[config.mk]
export PLATFORM = sky130hd
export DESIGN_NAME = frac_baud_gen
export DESIGN_NICKNAME = d
export VERILOG_FILES = /design/src/rtl/bgen_pkg.sv /design/src/rtl/bgen_first_stage.sv /design/src/rtl/bgen_modulo.sv /design/src/rtl/frac_baud_gen.sv
export SDC_FILE = /design/constraint.sdc
export NUM_CORES = 1
export LEC_CHECK = 0
export CAP_MARGIN = 40
export CORE_MARGIN = 8
export CORE_UTILIZATION = 30
export CTS_CLUSTER_DIAMETER = 50
export CTS_CLUSTER_SIZE = 10
export DETAILED_ROUTE_END_ITERATION = 12
export GPL_ROUTABILITY_DRIVEN = 0
export SETUP_SLACK_MARGIN = 0.2
export SLEW_MARGIN = 20
export SYNTH_ARGS = -nofsm -noshare
export SYNTH_HDL_FRONTEND = slang
export SYNTH_SLANG_ARGS = --single-unit
[constraint.sdc]
create_clock -name clk -period 1.85 [get_ports clk]
set_input_delay 0.2775 -clock clk [delete_from_list [all_inputs] [get_ports clk]]
set_output_delay 0.2775 -clock clk [all_outputs]
set_load 0.01 [all_outputs]
[src/rtl/bgen_pkg.sv]
// Shared definitions for the fractional baud-rate clock generator.
package bgen_pkg;

    // Time-quantum source selection; codes are fixed by the configuration field.
    typedef enum logic [1:0] {
        SRC_PRESCALED      = 2'd0,
        SRC_DIRECT         = 2'd1,
        SRC_PRESCALED_HALF = 2'd2,
        SRC_MASTER         = 2'd3
    } src_sel_e;

endpackage

[src/rtl/bgen_first_stage.sv]
// First divider stage.
// Integer mode: counts up from zero to the bitwise complement of step and
// pulses on that terminal count, which gives a period of 2^W - step clocks.
// Fractional mode: adds step to a W-bit phase accumulator on every clock and
// pulses one cycle after each carry out.
// Assumes: clr wins over counting; the step and mode inputs are stable
// between clears.
module bgen_first_stage #(
    parameter int W = 10
) (
    input  logic         clk,
    input  logic         rst_n,
    input  logic         clr,
    input  logic         frac,
    input  logic [W-1:0] step,
    output logic         pulse
);
    logic [W-1:0] acc_q;
    logic [W:0]   sum;
    logic         term;

    assign sum  = {1'b0, acc_q} + {1'b0, step};
    assign term = (acc_q == ~step);

    // Phase accumulator or reload counter, with a registered output pulse.
    always_ff @(posedge clk) begin
        if (!rst_n || clr) begin
            acc_q <= '0;
            pulse <= 1'b0;
        end else if (frac) begin
            acc_q <= sum[W-1:0];
            pulse <= sum[W];
        end else begin
            acc_q <= term ? '0 : acc_q + 1'b1;
            pulse <= term;
        end
    end
endmodule

[src/rtl/bgen_modulo.sv]
// Enable-driven modulo divider: emits out_en on every (limit+1)-th in_en.
// The output is combinational from in_en and the count state.
// Assumes: clr is asserted whenever limit changes.
module bgen_modulo #(
    parameter int W = 4
) (
    input  logic         clk,
    input  logic         rst_n,
    input  logic         clr,
    input  logic         in_en,
    input  logic [W-1:0] limit,
    output logic         out_en
);
    logic [W-1:0] cnt_q;

    assign out_en = in_en && (cnt_q == limit);

    // Count input pulses and wrap on the limit.
    always_ff @(posedge clk) begin
        if (!rst_n || clr)
            cnt_q <= '0;
        else if (in_en)
            cnt_q <= out_en ? '0 : cnt_q + 1'b1;
    end
endmodule

[src/rtl/frac_baud_gen.sv]
// Fractional baud-rate clock generator top.
// Chain: first stage -> optional /2 -> prescaler -> source select ->
// time-quantum divider -> oversampling divider. Side enables: master (first
// stage /2) and shift (prescaler /2).
// Assumes: one clock domain; configuration changes only through cfg_wr.
module frac_baud_gen #(
    parameter int STEP_W = 10,
    parameter int PRE_W  = 10,
    parameter int TQ_W   = 6,
    parameter int OS_W   = 5
) (
    input  logic              clk,
    input  logic              rst_n,
    input  logic              cfg_wr,
    input  logic [STEP_W-1:0] cfg_step,
    input  logic              cfg_frac,
    input  logic              cfg_half,
    input  logic [PRE_W-1:0]  cfg_pre,
    input  logic [1:0]        cfg_sel,
    input  logic [TQ_W-1:0]   cfg_tq,
    input  logic [OS_W-1:0]   cfg_os,
    output logic              div_en,
    output logic              mclk_en,
    output logic              sclk_en,
    output logic              tq_en,
    output logic              bit_en
);
    import bgen_pkg::*;

    localparam int NHALF = 3;   // halving stages: after first stage, master, shift

    logic [STEP_W-1:0] cfg_step_q;
    logic              cfg_frac_q;
    logic              cfg_half_q;
    logic [PRE_W-1:0]  cfg_pre_q;
    src_sel_e          cfg_sel_q;
    logic [TQ_W-1:0]   cfg_tq_q;
    logic [OS_W-1:0]   cfg_os_q;

    logic [NHALF-1:0]  half_in;
    logic [NHALF-1:0]  half_out;
    logic              pre_in_en;
    logic              pre_en;
    logic              src_en;

    // Configuration holding registers, loaded by the write strobe.
    always_ff @(posedge clk) begin
        if (!rst_n) begin
            cfg_step_q <= '0;
            cfg_frac_q <= 1'b0;
            cfg_half_q <= 1'b0;
            cfg_pre_q  <= '0;
            cfg_sel_q  <= SRC_PRESCALED;
            cfg_tq_q   <= '0;
            cfg_os_q   <= '0;
        end else if (cfg_wr) begin
            cfg_step_q <= cfg_step;
            cfg_frac_q <= cfg_frac;
            cfg_half_q <= cfg_half;
            cfg_pre_q  <= cfg_pre;
            cfg_sel_q  <= src_sel_e'(cfg_sel);
            cfg_tq_q   <= cfg_tq;
            cfg_os_q   <= cfg_os;
        end
    end

    bgen_first_stage #(.W(STEP_W)) u_first (
        .clk   (clk),
        .rst_n (rst_n),
        .clr   (cfg_wr),
        .frac  (cfg_frac_q),
        .step  (cfg_step_q),
        .pulse (div_en)
    );

    // The three divide-by-two stages share one structure.
    assign half_in[0] = div_en;
    assign half_in[1] = div_en;
    assign half_in[2] = pre_en;

    for (genvar g = 0; g < NHALF; g++) begin : g_half
        bgen_modulo #(.W(1)) u_half (
            .clk    (clk),
            .rst_n  (rst_n),
            .clr    (cfg_wr),
            .in_en  (half_in[g]),
            .limit  (1'b1),
            .out_en (half_out[g])
        );
    end

    assign pre_in_en = cfg_half_q ? half_out[0] : div_en;
    assign mclk_en   = half_out[1];
    assign sclk_en   = half_out[2];

    bgen_modulo #(.W(PRE_W)) u_pre (
        .clk    (clk),
        .rst_n  (rst_n),
        .clr    (cfg_wr),
        .in_en  (pre_in_en),
        .limit  (cfg_pre_q),
        .out_en (pre_en)
    );

    // Time-quantum source selection.
    always_comb begin
        unique case (cfg_sel_q)
            SRC_PRESCALED:      src_en = pre_en;
            SRC_DIRECT:         src_en = pre_in_en;
            SRC_PRESCALED_HALF: src_en = sclk_en;
            SRC_MASTER:         src_en = mclk_en;
            default:            src_en = 1'b0;
        endcase
    end

    bgen_modulo #(.W(TQ_W)) u_tq (
        .clk    (clk),
        .rst_n  (rst_n),
        .clr    (cfg_wr),
        .in_en  (src_en),
        .limit  (cfg_tq_q),
        .out_en (tq_en)
    );

    bgen_modulo #(.W(OS_W)) u_os (
        .clk    (clk),
        .rst_n  (rst_n),
        .clr    (cfg_wr),
        .in_en  (tq_en),
        .limit  (cfg_os_q),
        .out_en (bit_en)
    );
endmodule

# After elaboration in Yosys (flattened, before gate mapping)
# Cells that the tools add are included.
# W data, S select, Z words.
# totals
regBits	70
inputBits	38
out_inout_bits	5
elab_cells	51
# op_classes
addsub	8
n_eq_ne	7
mux	11
bitwise_logic	1
reduce_logical	9
# ops
operator	n
$mux W10	3
$add A10 B1 Y10 const B	2
$eq A10 B10 Y1	2
$add A10 B10 Y11	1
$not A10 Y10	1
$add A6 B1 Y6 const B	1
$eq A6 B6 Y1	1
$logic_and A1 B1 Y1	6
$mux W6	1
$add A5 B1 Y5 const B	1
$eq A5 B5 Y1	1
$mux W1	5
$mux W5	1
$eq A2 B2 Y1 const B	2
$pmux W1 S4	1
$add A1 B1 Y1 const B	3
$eq A2 B1 Y1 const B	1
$logic_not A2 Y1	1
$logic_not A1 Y1	1
$logic_or A1 B1 Y1	1

# Longest topological paths before layout
# logic_depth
word_depth	8
ltp_mapped	9
ltp_nobuf	9

# By module
# Synthesis repeated with hierarchy kept, for this count alone.
# hier_totals
cells_unflattened	383
area_unflattened_um2	3739.8
# by_module_without_submodules
module	n_inst	cells_each	area_each_um2	seq_area_each_um2
frac_baud_gen	1	115	1350.0	700.7
bgen_first_stage	1	116	965.9	220.2
bgen_modulo at u_pre	1	67	609.3	200.2
bgen_modulo at u_tq	1	36	339.1	120.1
bgen_modulo at u_os	1	28	295.3	100.1
bgen_modulo at g_half[0].u_half ...	3	7	60.1	20.0

# Worst setup path before layout
# Ideal clock, no wire load.
# synth_path
path_type	register -> output
start	reg u_first.pulse
end	out bit_en
arrival_ps	1799
required_time_ps	1572
slack_ps	-226
stages_incl_launch_ff	8
path_buffers	1
cell_sequence	dfxtp_1 inv_2 nor4_2 nand4_2 o31ai_4 buf_6 nand2_1 nor2_1
# synth_between
elab_chain_len	7
word_cells_on_any_way	8
cone_classes	mux (2); reduce/logical (6)
# synth_rtl
element	line_no	rtl
from (decl)	bgen_first_stage.sv:16	output logic pulse
from (signal assigned)	bgen_first_stage.sv:32	pulse <= sum[W];
from (signal assigned)	bgen_first_stage.sv:35	pulse <= term;
$logic_and A1 B1 Y1	bgen_modulo.sv:16	assign out_en = in_en && (cnt_q == limit);
$mux W1	frac_baud_gen.sv:92	assign pre_in_en = cfg_half_q ? half_out[0] : div_en;
$logic_and A1 B1 Y1 (2 in a row)	bgen_modulo.sv:16	
$pmux W1 S4 *	frac_baud_gen.sv:107	unique case (cfg_sel_q)
$logic_and A1 B1 Y1 * (2 in a row)	bgen_modulo.sv:16	
to (decl)	frac_baud_gen.sv:26	output logic bit_en
# Mark *: on every way between the ends. The rest lies on a longest branch, timed or not.

# Worst setup path after layout
# layout_path
start	reg cfg_pre_q[5]
end	out bit_en
# layout_between
elab_chain_len	6
# layout_rtl
element	line_no	rtl
from (decl)	frac_baud_gen.sv:35	logic [PRE_W-1:0] cfg_pre_q;
from (signal assigned)	frac_baud_gen.sv:60	cfg_pre_q <= cfg_pre;
$eq A10 B10 Y1 *	bgen_modulo.sv:16	
$logic_and A1 B1 Y1 *	bgen_modulo.sv:16	
$logic_and A1 B1 Y1	bgen_modulo.sv:16	
$pmux W1 S4 *	frac_baud_gen.sv:107	
$logic_and A1 B1 Y1 * (2 in a row)	bgen_modulo.sv:16	
# Marks and branches as above.

==> metrics.md <==
| Metric | Value |
|---|---|
| Core ar. | `12000 sq um` |
| Latest clock arrival within the worst-skew pair | `330 ps` |
| Hold Fails Final Rpt | `0` |
| Slew HR | `around two thirds` |
| Detailed Routing Iterations Pass 1 | `4` |
| Slew @ Worst Pin | `491 ps` |
| Synth Area per Inst | `9.43 sq um` |
| Area contributors post-synth | `dfxtp_1 38%, mux2i_1 10%, nor2b_1 6.5%, xor2_1 6.0%, ha_1 4.8%` |
| Pre-CTS setup slack | `-465 ps` |
| Die area | `16000 sq um` |
| Boundary Pins | `43` |
| Cell Area, Synth | `around 3700 sq um` |
| Failing checks | `setup timing` |
| Max Clk Rate | `around 460 MHz` |
| Internal power | `0.00274 W` |
| Top post-synthesis cells by count | `70 x dfxtp_1, 38 x nor2b_1, 37 x mux2i_1, 25 x xor2_1, 24 x nor2_1` |
| Multi-input gate area | `between 2000 and 2500 sq um` |
| Part of the power in combinational logic | `between 10% and 20%` |
| # DRC | `0` |
| Initial antenna violation count | `0` |
| Starting DRT DRC Count | `114` |
| Async SR Flop Fraction | `0%` |
| Critical path launch point type | `flop` |
| CP Max Fanout | `3` |
| CTS tree | `built` |
| Crit end category | `output pin` |
| CP Cell Sequence | `xor2_1, nor4_2, nand4_2, o31ai_4, nand2_4, nor2_4, buf_6` |
| CP max stage cell | `dfxtp_2` |
| Req. time, crit path | `1570 ps` |
| Yosys top cell by area | `dfxtp_1` |
| Period utilization | `118%` |
| Max Slew Vio Count | `0` |
| Design area | `5270 sq um` |
| Worst Hold Slack | `463 ps` |
| Pwr Total | `~0.0036 W` |
| Peak VDD IR | `roughly 0.00034 V` |
| DRT antenna net count | `0` |
| Crit path max-delay family | `simple AND/OR/NAND/NOR gates` |
| Fill count | `1139` |
| TritonCTS Sinks | `70` |
| DR WL/cell | `14.7 um` |
| Max stage delay on crit path | `320 ps` |
| Ant diodes | `0` |
| First-pass GRT wire length | `15600 um` |
| Max-cap viol count | `0` |
| Die W | `126 um` |
| Minimum clock period | `2180 ps` |
| Synth unique cells | `49` |
| Power per cell area | `between 600 and 700 nW/um^2` |
| Clk buf depth | `2` |
| Final setup viols | `14` |
| Setup TNS | `-2830 ps` |
| Number of buffers created by CTS | `9` |
| Sequential share of the synthesized area | `a little under two fifths` |
| Worst setup margin | `-330 ps` |
| Number of synthesized register bits | `70` |
| Via/cell ratio | `4.83` |
| Most common cell in the netlist | `dfxtp_1` |
| Placed Area | `between 4000 and 5000 sq um` |
| Switching power | `0.000884 W` |
| Port Buffers | `42` |
| Initial Util | `30.6%` |
| Hold Path Class | `in2reg` |
| Root buffer cell | `clkbuf_16` |
| HPWL Detailed | `about 6800 um` |
| Critical path class | `reg2out` |
| H-Tree Depth | `3` |
| Sw Share | `between 20 and 25%` |
| Total track usage | `12.1%` |
| Mapped Cells | `~390` |
| Register area | `roughly 1400 sq um` |
| Leakage power | `2.19 nW` |
| WP data arrival | `1900 ps` |
| Sequential power share | `between 40% and 50%` |
| Outcome | `finished with violations` |
| Largest net degree at the start of global routing | `36` |
| Vias post-DR | `3108` |
| Buffers & Inverters on Critical Path | `1` |
| Final Net Count | `547` |
| Syn Nets | `441` |
| Post-synth top area share | `38.3%` |
| RSZ-0062 raised after global routing | `yes` |
| Skew final | `4.97 ps` |
| Die H | `between 100 and 150 um` |
| Clock power share | `43.0%` |
| Number of global-route vias before repair | `3199` |
| Global route total overflow | `0` |
| WL final | `about 9500 um` |
| Post-synth EDFFs | `0` |
| Layout cells sized above 1 | `a little over 30%` |
| Main synth FF type | `dfxtp_1` |
| Clk slew on worst S/H paths | `60 ps` |
| Syn. warnings | `0` |
| Area Overhead vs Synth | `43.9%` |
| Row cnt | `40` |
final cells by class:
type	instances	area share (%)
Sequential cell	70	27.1
Inverter	8	0.570
Timing Repair Buffer	110	18.0
Clock buffer	10	4.54
Clock inverter	4	0.475
Tap cell	147	3.49
Multi-Input combinational cell	295	45.8
path summary, 6_finish.rpt:
check	depth (start not counted)	endpoint	from	slack, ps
setup / recovery	7	bit_en	cfg_pre_q[5]	-330
hold / removal	4	cfg_os_q[4]	cfg_wr	460
setup reg to reg	9	u_tq.cnt_q[4]	cfg_pre_q[5]	-210
hold reg to reg	2	u_pre.cnt_q[9]	u_pre.cnt_q[9]	530
sequential cells by signal, summed over array words and instances (netlist names):
name                 count
cfg_pre_q               10
cfg_step_q              10
u_first.acc_q           10
u_pre.cnt_q             10
cfg_tq_q                 6
u_tq.cnt_q               6
cfg_os_q                 5
u_os.cnt_q               5
g_half.u_half.cnt_q      3
cfg_sel_q                2
cfg_frac_q               1
cfg_half_q               1
u_first.pulse            1
layout by cell type (no fill, tap or decap), drive strengths merged, types with 14 or more instances in the layout:
cell type and count:
buf 72, nor2b 38, xor2 25, xnor2 18, dfxtp 70, mux2i 37, ha 14, nor2 24
nand3 19, o21ai 14, nand2 19, clkdlybuf4s50 36
worst reg2reg max path, stage by stage (launching register included):
cell and delay (ps):
dfxtp_2 320, xor2_1 160, nor4_2 320, nand4_2 190, o31ai_4 290, buf_4 170
buf_6 100, buf_8 120, o21ai_2 60, a32o_2 230
cells by family after synthesis:
logic type	share of synthesized area, %
AO/OA/AOI/OAI	10.2
XOR/XNOR	10.3
adder cells (fa/ha/maj)	5.33
buffers and inverters	3.32
flip-flops	38.3
multiplexers	10.1
AND/OR/NAND/NOR	22.5
metrics by stage:
| stage | util [%] | instances |
|---|---|---|
| CTS | 42.8 | 637 |
| global route | 44.0 | 644 |
| detailed placement | 38.6 | 615 |
| global placement | 38.6 | 615 |
| finish | 44.0 | 644 |
| floorplan | - | 388 |
power by group through the flow:
stage                     Clock, W  Combinational, W  Sequential, W
after global placement           0          0.000410        0.00163
after detailed placement         0          0.000419        0.00163
after CTS                  0.00160          0.000446        0.00161
after global routing       0.00167          0.000505        0.00161
final                      0.00156          0.000459        0.00161
after floorplan                  0          0.000235        0.00162
per-layer routing:
layer / track usage [%] / up-vias / routed length, um
li1: - / 1569 / -
met1: 14.6 / 1472 / 4420
met2: 19.8 / 57 / 4440
met3: 4.11 / 10 / 503
met4: 3.47 / 0 / 116
met5: 0 / - / 0
what timing repair did:
action | in CTS | in global routing
cloned | 1 | 0
pin swaps | 26 | 26
endpoints found under the setup margin | 29 | 32
gates resized for setup | 56 | 26
hold buffers | 0 | 0
setup buffers | 7 | 7
hold endpoints to repair | 0 | 0
No activity file was read; power rests on OpenSTA's default activity.
